File: config.mk
export PLATFORM = sky130hd
export DESIGN_NAME = bidir_shift_reg
export DESIGN_NICKNAME = d
export VERILOG_FILES = /design/src/rtl/bsr_pkg.sv /design/src/rtl/bsr_mode_decode.sv /design/src/rtl/bsr_bit_cell.sv /design/src/rtl/bsr_port_gate.sv /design/src/rtl/bidir_shift_reg.sv
export SDC_FILE = /design/constraint.sdc
export NUM_CORES = 1
export LEC_CHECK = 0
export BUFFER_PORTS_ARGS = -buffer_cell sky130_fd_sc_hd__buf_4
export CORE_AREA = 2 2 39 41
export CTS_CLUSTER_SIZE = 40
export DETAILED_ROUTE_END_ITERATION = 16
export DIE_AREA = 0 0 41 43
export GPL_TIMING_DRIVEN = 1
export HOLD_SLACK_MARGIN = 0.15
export MAX_ROUTING_LAYER = met4
export PLACE_DENSITY = 0.69
export SYNTH_ARGS = -nofsm -noshare
export SYNTH_HDL_FRONTEND = slang
export SYNTH_SLANG_ARGS = --single-unit
File: constraint.sdc
create_clock -name clk -period 0.9 [get_ports clk]
set_input_delay 0.045 -clock clk [delete_from_list [all_inputs] [get_ports clk]]
set_output_delay 0.045 -clock clk [all_outputs]
set_load 0.01 [all_outputs]
File: src/rtl/bsr_pkg.sv
package bsr_pkg;

  typedef enum logic [1:0] {
    MODE_KEEP  = 2'b00,
    MODE_UP    = 2'b01,
    MODE_DOWN  = 2'b10,
    MODE_LOAD  = 2'b11
  } bsr_mode_e;

  typedef struct packed {
    logic keep;
    logic up;
    logic down;
    logic load;
  } bsr_sel_t;

endpackage

File: src/rtl/bsr_mode_decode.sv
module bsr_mode_decode
  import bsr_pkg::*;
(
  input  logic [1:0] mode_sel,
  output bsr_sel_t   sel
);

  always_comb begin
    sel = '0;
    unique case (bsr_mode_e'(mode_sel))
      MODE_KEEP: sel.keep = 1'b1;
      MODE_UP:   sel.up   = 1'b1;
      MODE_DOWN: sel.down = 1'b1;
      MODE_LOAD: sel.load = 1'b1;
      default:   sel.keep = 1'b1;
    endcase
  end

endmodule

File: src/rtl/bsr_bit_cell.sv
module bsr_bit_cell
  import bsr_pkg::*;
(
  input  logic     clk,
  input  logic     clr_n,
  input  bsr_sel_t sel,
  input  logic     from_below,
  input  logic     from_above,
  input  logic     par_d,
  output logic     q
);

  logic d;

  always_comb begin
    d = q;
    if (sel.up)   d = from_below;
    if (sel.down) d = from_above;
    if (sel.load) d = par_d;
  end

  always_ff @(posedge clk or negedge clr_n) begin
    if (!clr_n) q <= 1'b0;
    else        q <= d;
  end

endmodule

File: src/rtl/bsr_port_gate.sv
module bsr_port_gate #(
  parameter int WIDTH = 8
) (
  input  logic             load_sel,
  input  logic             oe_a_n,
  input  logic             oe_b_n,
  input  logic [WIDTH-1:0] q,
  output logic [WIDTH-1:0] port_out,
  output logic             port_drive
);

  logic enables_on;

  assign enables_on = ~oe_a_n & ~oe_b_n;
  assign port_drive = enables_on & ~load_sel;
  assign port_out   = port_drive ? q : '0;

endmodule

File: src/rtl/bidir_shift_reg.sv
module bidir_shift_reg
  import bsr_pkg::*;
#(
  parameter int WIDTH = 8
) (
  input  logic             clk,
  input  logic             clr_n,
  input  logic [1:0]       mode_sel,
  input  logic             oe_a_n,
  input  logic             oe_b_n,
  input  logic             ser_in_lo,
  input  logic             ser_in_hi,
  input  logic [WIDTH-1:0] port_in,
  output logic [WIDTH-1:0] port_out,
  output logic             port_drive,
  output logic             tap_lo,
  output logic             tap_hi
);

  localparam int MSB = WIDTH - 1;

  bsr_sel_t       sel;
  logic [MSB:0]   q;

  bsr_mode_decode u_dec (
    .mode_sel (mode_sel),
    .sel      (sel)
  );

  for (genvar i = 0; i < WIDTH; i++) begin : g_bit
    logic below, above;
    if (i == 0) begin : g_first
      assign below = ser_in_lo;
    end else begin : g_inner_lo
      assign below = q[i-1];
    end
    if (i == MSB) begin : g_last
      assign above = ser_in_hi;
    end else begin : g_inner_hi
      assign above = q[i+1];
    end
    bsr_bit_cell u_cell (
      .clk        (clk),
      .clr_n      (clr_n),
      .sel        (sel),
      .from_below (below),
      .from_above (above),
      .par_d      (port_in[i]),
      .q          (q[i])
    );
  end

  bsr_port_gate #(.WIDTH(WIDTH)) u_gate (
    .load_sel   (sel.load),
    .oe_a_n     (oe_a_n),
    .oe_b_n     (oe_b_n),
    .q          (q),
    .port_out   (port_out),
    .port_drive (port_drive)
  );

  assign tap_lo = q[0];
  assign tap_hi = q[MSB];

  // Register is empty whenever clear is low at a clock edge
  always @(posedge clk) begin
    if (!clr_n) begin
      assert_clear_R1: assert (q == '0)
        else $error("clear did not empty the register");
    end
  end

  assert_keep_R2: assert property (@(posedge clk) disable iff (!clr_n)
    (mode_sel == MODE_KEEP) |=> $stable(q));

  assert_up_R3: assert property (@(posedge clk) disable iff (!clr_n)
    (mode_sel == MODE_UP) |=> (q == {$past(q[MSB-1:0]), $past(ser_in_lo)}));

  assert_down_R4: assert property (@(posedge clk) disable iff (!clr_n)
    (mode_sel == MODE_DOWN) |=> (q == {$past(ser_in_hi), $past(q[MSB:1])}));

  assert_load_R5: assert property (@(posedge clk) disable iff (!clr_n)
    (mode_sel == MODE_LOAD) |=> (q == $past(port_in)));

  assert_release_R6: assert property (@(posedge clk) disable iff (!clr_n)
    (mode_sel == MODE_LOAD) |-> (!port_drive && port_out == '0));

  assert_drive_R7: assert property (@(posedge clk) disable iff (!clr_n)
    port_drive |-> (port_out == q && !oe_a_n && !oe_b_n));

endmodule

==> impl_metrics.py, run 1 <==
metrics = {
    "global_routing": {
        "grt_max_degree": 10,
        "antenna_found_initial": 0,
        "grt_pass1_wl_um": 1660,
        "grt.overflow.total": 0,
        "grt_pass1_vias": 398,
        "grt.total_usage": 0.152,
    },
    "final_layout": {
        "regMostFlops": "g_bit.u_cell.q",
        "largest_reg_flops": 8,
        "design_area_um2": 803,
        "layout_commonest_cell": "buf_4",
        "multi_input_area_um2": 270,
        "final_cell_mix": "buf_4, buf_6, and2_4, mux4_2, dfrtp_1",
        "regArea_um2": 200,
        "nFillCells": 120,
        "drive_above_1_share": 0.836,
        "diodes": 0,
        "syn2layout_area_growth_pct": 69.8,
        "largestRegisters": "g_bit.u_cell.q x8",
        "layout.nets": 79,
    },
    "synthesis": {
        "yosys.area.top_type_share": 0.423,
        "synthCells": 27,
        "synth-seq-cells": 8,
        "synth_fp_nets": 43,
        "syn_area_um2": 473,
        "syn_avg_cell_area_um2": 17.5,
        "synth_area_leader_cell": "dfrtp_1",
        "yosysWarnings": 0,
        "synth_seq_area_share": 0.423,
        "synth.distinct_cells": 5,
        "synthTopCellsByArea": "dfrtp_1, mux4_2, and2_1",
    },
    "outcome": {
        "violations": "negative setup slack",
        "outcome": "finished, violations left",
    },
    "sta": {
        "finClkSkew_ns": 0.00319,
        "finalSetupViolations": 17,
        "fmax_mhz": 944,
        "hold_violations": 0,
        "post-route-period-util": 1.18,
        "holdWs_ns": 0.108,
        "drv_slew": 0,
        "rsz0062_at_grt": "true",
        "fin_crit_ns": 1.06,
        "relSlewSlack": 0.880,
        "layout_setup_ws_ns": -0.159,
        "worst_slew_pin_slew_ns": 0.180,
    },
    "critical_path": {
        "worst-path-max-fanout": 3,
        "crit_top_cell": "buf_6",
        "path_buf_inv": 2,
        "r2r_cells": 1,
        "path_cells": "buf_6 -> and2_4 -> buf_6",
        "crit_family": "flip-flops",
        "arrival_ns": 1.01,
        "startpoint_type": "flop",
        "cp.required_ns": 0.85,
        "cpPeakStageDelay_ns": 0.40,
        "path_class": "reg2out",
        "worst_setup_path_end_kind": "output pin",
        "cp.depth": 3,
        "cp_slowest_cell": "dfrtp_1",
    },
    "power": {
        "p_leak_uw": 0.000368,
        "p_per_area_nw_per_um2": 1490,
        "ir_worst_vdd_mv": 0.758,
    },
    "floorplanning": {
        "die_h_um": 43,
        "die_area_um2": 1760,
        "core_area_um2": 1380,
        "row_count": 14,
        "die_x_um": 41,
        "io_pins": 27,
        "start_util": 0.342,
    },
    "detailed_routing": {
        "wirelength_um": 1030,
        "firstDrtPassIters": 1,
        "drc": 0,
        "drt_iter0_drc": 0,
        "wl_per_cell_um": 13.4,
        "via_per_inst": 4.92,
        "vias": 379,
        "ant_nets": 0,
    },
    "clock_network": {
        "clockBufferDepth": 2,
        "cts-root-buf": "clkbuf_4",
        "cts_buffers": 3,
        "clk_latency_ns": 0.25,
        "holdBufCountCts": 2,
        "clock-sinks": 8,
        "clk_pin_slew_ns": 0.05,
        "cts_tree": "built",
        "htreeDepth": 1,
    },
    "placed_design": {
        "dpl_cell_area_um2": 688,
        "io_buffers": 26,
        "gp_congestion": 0.757,
    },
    "worst_hold_path": {
        "hold_class": "in2reg",
        "whs_path_depth": 2,
    },
    "flow_run": {
        "maxCapViolations": 0,
    },
}
==> per-stage QoR <==
stage / utilization / TNS (ns) / std cells / setup slack (ns) / total power, uW
global placement: 0.497 / -0.818 / 70 / -0.0882 / 858
finish: 0.580 / -1.37 / 77 / -0.159 / 1190
detailed placement: 0.497 / -0.691 / 70 / -0.0899 / 866
CTS: 0.554 / -1.53 / 75 / -0.163 / 1180
floorplan: - / -0.501 / 27 / -0.0863 / 695
global route: 0.580 / -1.95 / 77 / -0.196 / 1280
==> final timing paths <==
kind | to | from | slack [ns]
worst max register to register | g_bit[2].u_cell.q$_DFFE_PN0P_ | g_bit[1].u_cell.q$_DFFE_PN0P_ | -0.11
worst min register to register | g_bit[6].u_cell.q$_DFFE_PN0P_ | g_bit[5].u_cell.q$_DFFE_PN0P_ | 0.63
worst max-delay path | port_out[7] | g_bit[7].u_cell.q$_DFFE_PN0P_ | -0.16
worst min-delay path | g_bit[7].u_cell.q$_DFFE_PN0P_ | port_in[7] | 0.11
max in group asynchronous | g_bit[0].u_cell.q$_DFFE_PN0P_ | clr_n | 0.07
min in group asynchronous | g_bit[6].u_cell.q$_DFFE_PN0P_ | clr_n | 0.72
==> where the power goes <==
group	internal [uW]	switching (uW)	total [uW]
clock	153	123	275
sequential	439	77.1	516
combinational	292	112	403
==> repair_timing <==
item	in CTS	in global routing
pin swaps	0	1
setup buffers	0	2
endpoints found under the setup margin	17	25
resized for setup	10	8
endpoints found under the hold margin	16	8
==> Yosys cell counts <==
cell type,instances
and2_1,8
dfrtp_1,8
mux4_2,8
buf_6,2
a211oi_4,1
==> area by class of cell <==
type                    count  area share
multi-input cells          17       0.336
flip-flops and latches      8       0.249
well taps                  16      0.0249
clock buffers               3      0.0280
repair buffers             33       0.361
==> metal layers <==
metal | GRT usage | part of all wire | wire [um] | vias to the layer above
li1 | - | - | - | 174
met4 | 0.100 | 0.031 | 32 | 0
met1 | 0.182 | 0.39 | 403 | 179
met5 | - | 0 | 0 | -
met2 | 0.222 | 0.52 | 533 | 22
met3 | 0.0314 | 0.059 | 61 | 4
==> kinds of logic after synthesis <==
logic type	Yosys count	share of synthesized area
flops	8	0.423
buf+inv	2	0.0476
compound gates	1	0.0423
mux	8	0.381
simple gates	8	0.106
Power figures use the tool's default switching activity.
==> run 2, diff against run 1 <==
- RECOVER_POWER: unset -> 25
==> impl_metrics.py, run 2 (synthesized netlist as in run 1, its figures left out) <==
metrics = {
    "critical_path": {
        "worst-path-max-fanout": 3,
        "crit_top_cell": "buf_6",
        "path_cells": "buf_6 -> and2_4 -> buf_6",
        "path_class": "reg2out",
        "path_buf_inv": 2,
        "cp_slowest_cell": "dfrtp_1",
        "cp.required_ns": 0.85,
        "r2r_cells": 1,
        "startpoint_type": "flop",
        "worst_setup_path_end_kind": "output pin",
        "arrival_ns": 1.01,
        "crit_family": "flip-flops",
        "cpPeakStageDelay_ns": 0.40,
        "cp.depth": 3,
    },
    "clock_network": {
        "cts-root-buf": "clkbuf_4",
        "holdBufCountCts": 2,
        "clk_latency_ns": 0.25,
        "clk_pin_slew_ns": 0.05,
        "clockBufferDepth": 2,
        "cts_buffers": 3,
        "clock-sinks": 8,
        "cts_tree": "built",
        "htreeDepth": 1,
    },
    "final_layout": {
        "regMostFlops": "g_bit.u_cell.q",
        "layout.nets": 79,
        "layout_commonest_cell": "buf_4",
        "final_cells": 77,
        "largest_reg_flops": 8,
        "drive_above_1_share": 0.836,
        "design_area_um2": 801,
        "diodes": 0,
        "syn2layout_area_growth_pct": 69.3,
        "nFillCells": 120,
        "final_cell_mix": "buf_4, buf_6, and2_4, mux4_2, dfrtp_1",
        "largestRegisters": "g_bit.u_cell.q x8",
    },
    "power": {
        "p_int_uw": 881,
        "p_total_uw": 1190,
        "pwr-share-comb": 0.337,
        "p_leak_uw": 0.000367,
        "p_per_area_nw_per_um2": 1490,
        "clockPowerShare": 0.231,
        "ir_worst_vdd_mv": 0.758,
        "switching_share": 0.261,
        "p_sw_uw": 311,
        "power.share.sequential": 0.432,
    },
    "sta": {
        "worst_slew_pin_slew_ns": 0.179,
        "hold_violations": 0,
        "fin_crit_ns": 1.06,
        "final.setup.tns_ns": -1.39,
        "layout_setup_ws_ns": -0.159,
        "rsz0062_at_grt": "true",
        "fmax_mhz": 944,
        "finalSetupViolations": 17,
        "holdWs_ns": 0.108,
        "finClkSkew_ns": 0.00319,
        "drv_slew": 0,
        "post-route-period-util": 1.18,
        "relSlewSlack": 0.881,
    },
    "outcome": {
        "violations": "negative setup slack",
        "outcome": "finished, violations left",
    },
    "detailed_routing": {
        "drc": 0,
        "ant_nets": 0,
        "wirelength_um": 1030,
        "firstDrtPassIters": 1,
        "drt_iter0_drc": 0,
        "wl_per_cell_um": 13.4,
        "vias": 379,
        "via_per_inst": 4.92,
    },
    "worst_hold_path": {
        "hold_class": "in2reg",
        "whs_path_depth": 2,
    },
    "floorplanning": {
        "die_x_um": 41,
        "die_area_um2": 1760,
        "die_h_um": 43,
        "core_area_um2": 1380,
        "io_pins": 27,
        "row_count": 14,
        "start_util": 0.342,
    },
    "placed_design": {
        "gp_congestion": 0.757,
        "io_buffers": 26,
        "dpl_cell_area_um2": 688,
        "placed_cells": 70,
    },
    "flow_run": {
        "maxCapViolations": 0,
    },
    "global_routing": {
        "grt.overflow.total": 0,
        "grt_pass1_wl_um": 1660,
        "grt.total_usage": 0.152,
        "antenna_found_initial": 0,
        "grt_max_degree": 10,
        "grt_pass1_vias": 398,
    },
}
## run 2: cell types whose count changed in the layout (fill, tap and decap cells not counted)
cell | previous run | this run
buf_4 | 21 | 20
clkbuf_2 | 0 | 1
## run 2: power groups by stage
stage	Combinational (uW)	Sequential, uW	Clock, uW
floorplan	198	498	0
global placement	347	511	0
detailed placement	347	519	0
CTS	381	513	288
global route	432	529	315
finish	402	516	275
## run 2: final timing paths
kind,to,startpoint,slack (ns)
worst max-delay path,port_out[7],g_bit[7].u_cell.q$_DFFE_PN0P_,-0.16
worst min-delay path,g_bit[7].u_cell.q$_DFFE_PN0P_,port_in[7],0.11
worst max register to register,g_bit[2].u_cell.q$_DFFE_PN0P_,g_bit[1].u_cell.q$_DFFE_PN0P_,-0.11
worst min register to register,g_bit[6].u_cell.q$_DFFE_PN0P_,g_bit[5].u_cell.q$_DFFE_PN0P_,0.63
max in group asynchronous,g_bit[0].u_cell.q$_DFFE_PN0P_,clr_n,0.07
min in group asynchronous,g_bit[6].u_cell.q$_DFFE_PN0P_,clr_n,0.72
## run 2: layout make-up
type                            count  area (um2)  area share
Tap cell                           16        20.0      0.0250
Sequential cell                     8         200       0.250
Clock buffer                        3        22.5      0.0281
Timing Repair Buffer               33         288       0.359
Multi-Input combinational cell     17         270       0.337
## run 2: per-layer routing
layer / vias up / global-route usage / wire length, um
li1: 174 / - / -
met1: 179 / 0.182 / 403
met2: 22 / 0.222 / 532
met3: 4 / 0.0314 / 61
met4: 0 / 0.100 / 32
met5: - / - / 0
## run 2: per-stage QoR
step	setup WS, ns	utilization
after detailed placement	-0.0899	0.497
after global placement	-0.0882	0.497
final	-0.159	0.579
after CTS	-0.163	0.554
after global routing	-0.196	0.579
after floorplan	-0.0863	-
## run 2: what timing repair did
action / in CTS / in global routing
buffers inserted: 0 / 2
cloned: 0 / 0
resized for setup: 10 / 8
pin swaps: 0 / 1
hold endpoints to repair: 16 / 8
endpoints found under the setup margin: 17 / 25
==> run 3, diff against run 2 <==
- REMOVE_ABC_BUFFERS: unset -> 1
==> impl_metrics.py, run 3 (synthesized netlist as in run 1, its figures left out) <==
metrics = {
    "outcome": {
        "outcome": "finished, violations left",
        "violations": "negative setup slack",
    },
    "sta": {
        "relSlewSlack": 0.886,
        "fmax_mhz": 950,
        "hold_violations": 0,
        "holdWs_ns": 0.117,
        "finClkSkew_ns": 0.000487,
        "post-route-period-util": 1.17,
        "worst_slew_pin_slew_ns": 0.171,
        "fin_crit_ns": 1.05,
        "layout_setup_ws_ns": -0.153,
        "rsz0062_at_grt": "true",
        "drv_slew": 0,
        "finalSetupViolations": 18,
    },
    "floorplanning": {
        "row_count": 14,
        "core_area_um2": 1380,
        "die_area_um2": 1760,
        "die_h_um": 43,
        "start_util": 0.342,
        "die_x_um": 41,
        "io_pins": 27,
    },
    "detailed_routing": {
        "drc": 0,
        "ant_nets": 0,
        "wirelength_um": 1030,
        "vias": 386,
        "via_per_inst": 4.95,
        "drt_iter0_drc": 0,
        "firstDrtPassIters": 1,
        "wl_per_cell_um": 13.2,
    },
    "clock_network": {
        "clk_latency_ns": 0.25,
        "htreeDepth": 1,
        "cts_tree": "built",
        "clock-sinks": 8,
        "clockBufferDepth": 2,
        "cts-root-buf": "clkbuf_4",
        "clk_pin_slew_ns": 0.05,
        "holdBufCountCts": 2,
        "cts_buffers": 3,
    },
    "critical_path": {
        "arrival_ns": 1.01,
        "regToRegEndpoint": "g_bit[4].u_cell.q$_DFFE_PN0P_",
        "path_class": "reg2out",
        "cp_slowest_cell": "dfrtp_1",
        "r2r-start": "g_bit[3].u_cell.q$_DFFE_PN0P_",
        "startpoint_type": "flop",
        "worst-path-max-fanout": 3,
        "path_cells": "buf_6 -> and2_4 -> buf_6",
        "r2r_cells": 1,
        "crit_top_cell": "buf_6",
        "crit_family": "flip-flops",
        "path_buf_inv": 2,
        "worst_setup_path_end_kind": "output pin",
        "cp.required_ns": 0.85,
        "cpPeakStageDelay_ns": 0.40,
        "startpoint": "g_bit[7].u_cell.q$_DFFE_PN0P_",
        "rrSetupSlack_ns": -0.11,
    },
    "global_routing": {
        "grt_pass1_vias": 391,
        "grt.total_usage": 0.156,
        "grt_pass1_wl_um": 1730,
        "antenna_found_initial": 0,
        "grt.overflow.total": 0,
        "grt_max_degree": 10,
    },
    "worst_hold_path": {
        "hold_path_end": "g_bit[3].u_cell.q$_DFFE_PN0P_",
        "hold_class": "in2reg",
        "holdCritStartpoint": "port_in[3]",
        "whs_path_depth": 2,
    },
    "final_layout": {
        "layout.nets": 80,
        "final_cell_mix": "buf_4, buf_6, and2_4, mux4_2, dfrtp_1",
        "drive_above_1_share": 0.839,
        "final_cells": 78,
        "syn2layout_area_growth_pct": 72.2,
        "largest_reg_flops": 8,
        "regMostFlops": "g_bit.u_cell.q",
        "design_area_um2": 815,
        "layout_commonest_cell": "buf_4",
        "diodes": 0,
        "largestRegisters": "g_bit.u_cell.q x8",
    },
    "flow_run": {
        "maxCapViolations": 0,
    },
    "placed_design": {
        "placed_cells": 73,
        "gp_congestion": 0.784,
        "dpl_cell_area_um2": 711,
        "io_buffers": 26,
        "dp_slack_ns": -0.102,
    },
    "power": {
        "p_per_area_nw_per_um2": 1490,
        "p_leak_uw": 0.000374,
        "ir_worst_vdd_mv": 0.769,
    },
}
## run 3: where the power goes
group | leakage [uW] | total (uW) | internal (uW) | switching (uW)
sequential | 0.0000937 | 519 | 439 | 80.1
combinational | 0.000266 | 426 | 308 | 118
clock | 0.0000138 | 268 | 152 | 116
## run 3: per-stage QoR
| stage | setup TNS (ns) | utilization | power (uW) |
|---|---|---|---|
| 6_report | -1.52 | 0.589 | 1210 |
| 5_1_grt | -2.28 | 0.589 | 1320 |
| 4_1_cts | -1.73 | 0.577 | 1210 |
| 3_5_place_dp | -0.726 | 0.514 | 888 |
| 3_3_place_gp | -0.595 | 0.514 | 874 |
| 2_1_floorplan | -0.501 | - | 671 |
## run 3: routing by layer
layer	up-vias	wire length [um]	global-route usage
met4	0	0	0.0600
met3	0	90	0.0628
li1	176	-	-
met5	-	0	-
met2	23	531	0.216
met1	187	408	0.202
## run 3: cell type report
type,instances,area [um2]
fill,118,569
clock buffer,3,22.5
timing repair buffer,34,302
tap,16,20.0
sequential,8,200
multi-input combinational,17,270
## run 3: repair_timing
item,4_1_cts,5_1_grt
hold endpoints to repair,16,8
setup endpoints to repair,18,18
buffers inserted,0,0
resized for setup,13,6
pin swaps,1,1
## run 3: worst max path at each step
stage / end / cells after the start / slack (ns)
after floorplan: g_bit[0].u_cell.q$_DFFE_PN0P_ / 1 / -0.09
after global placement: g_bit[2].u_cell.q$_DFFE_PN0P_ / 1 / -0.09
after detailed placement: g_bit[1].u_cell.q$_DFFE_PN0P_ / 1 / -0.10
final: port_out[7] / 3 / -0.15
after global routing: port_out[0] / 3 / -0.20
after CTS: port_out[7] / 3 / -0.16
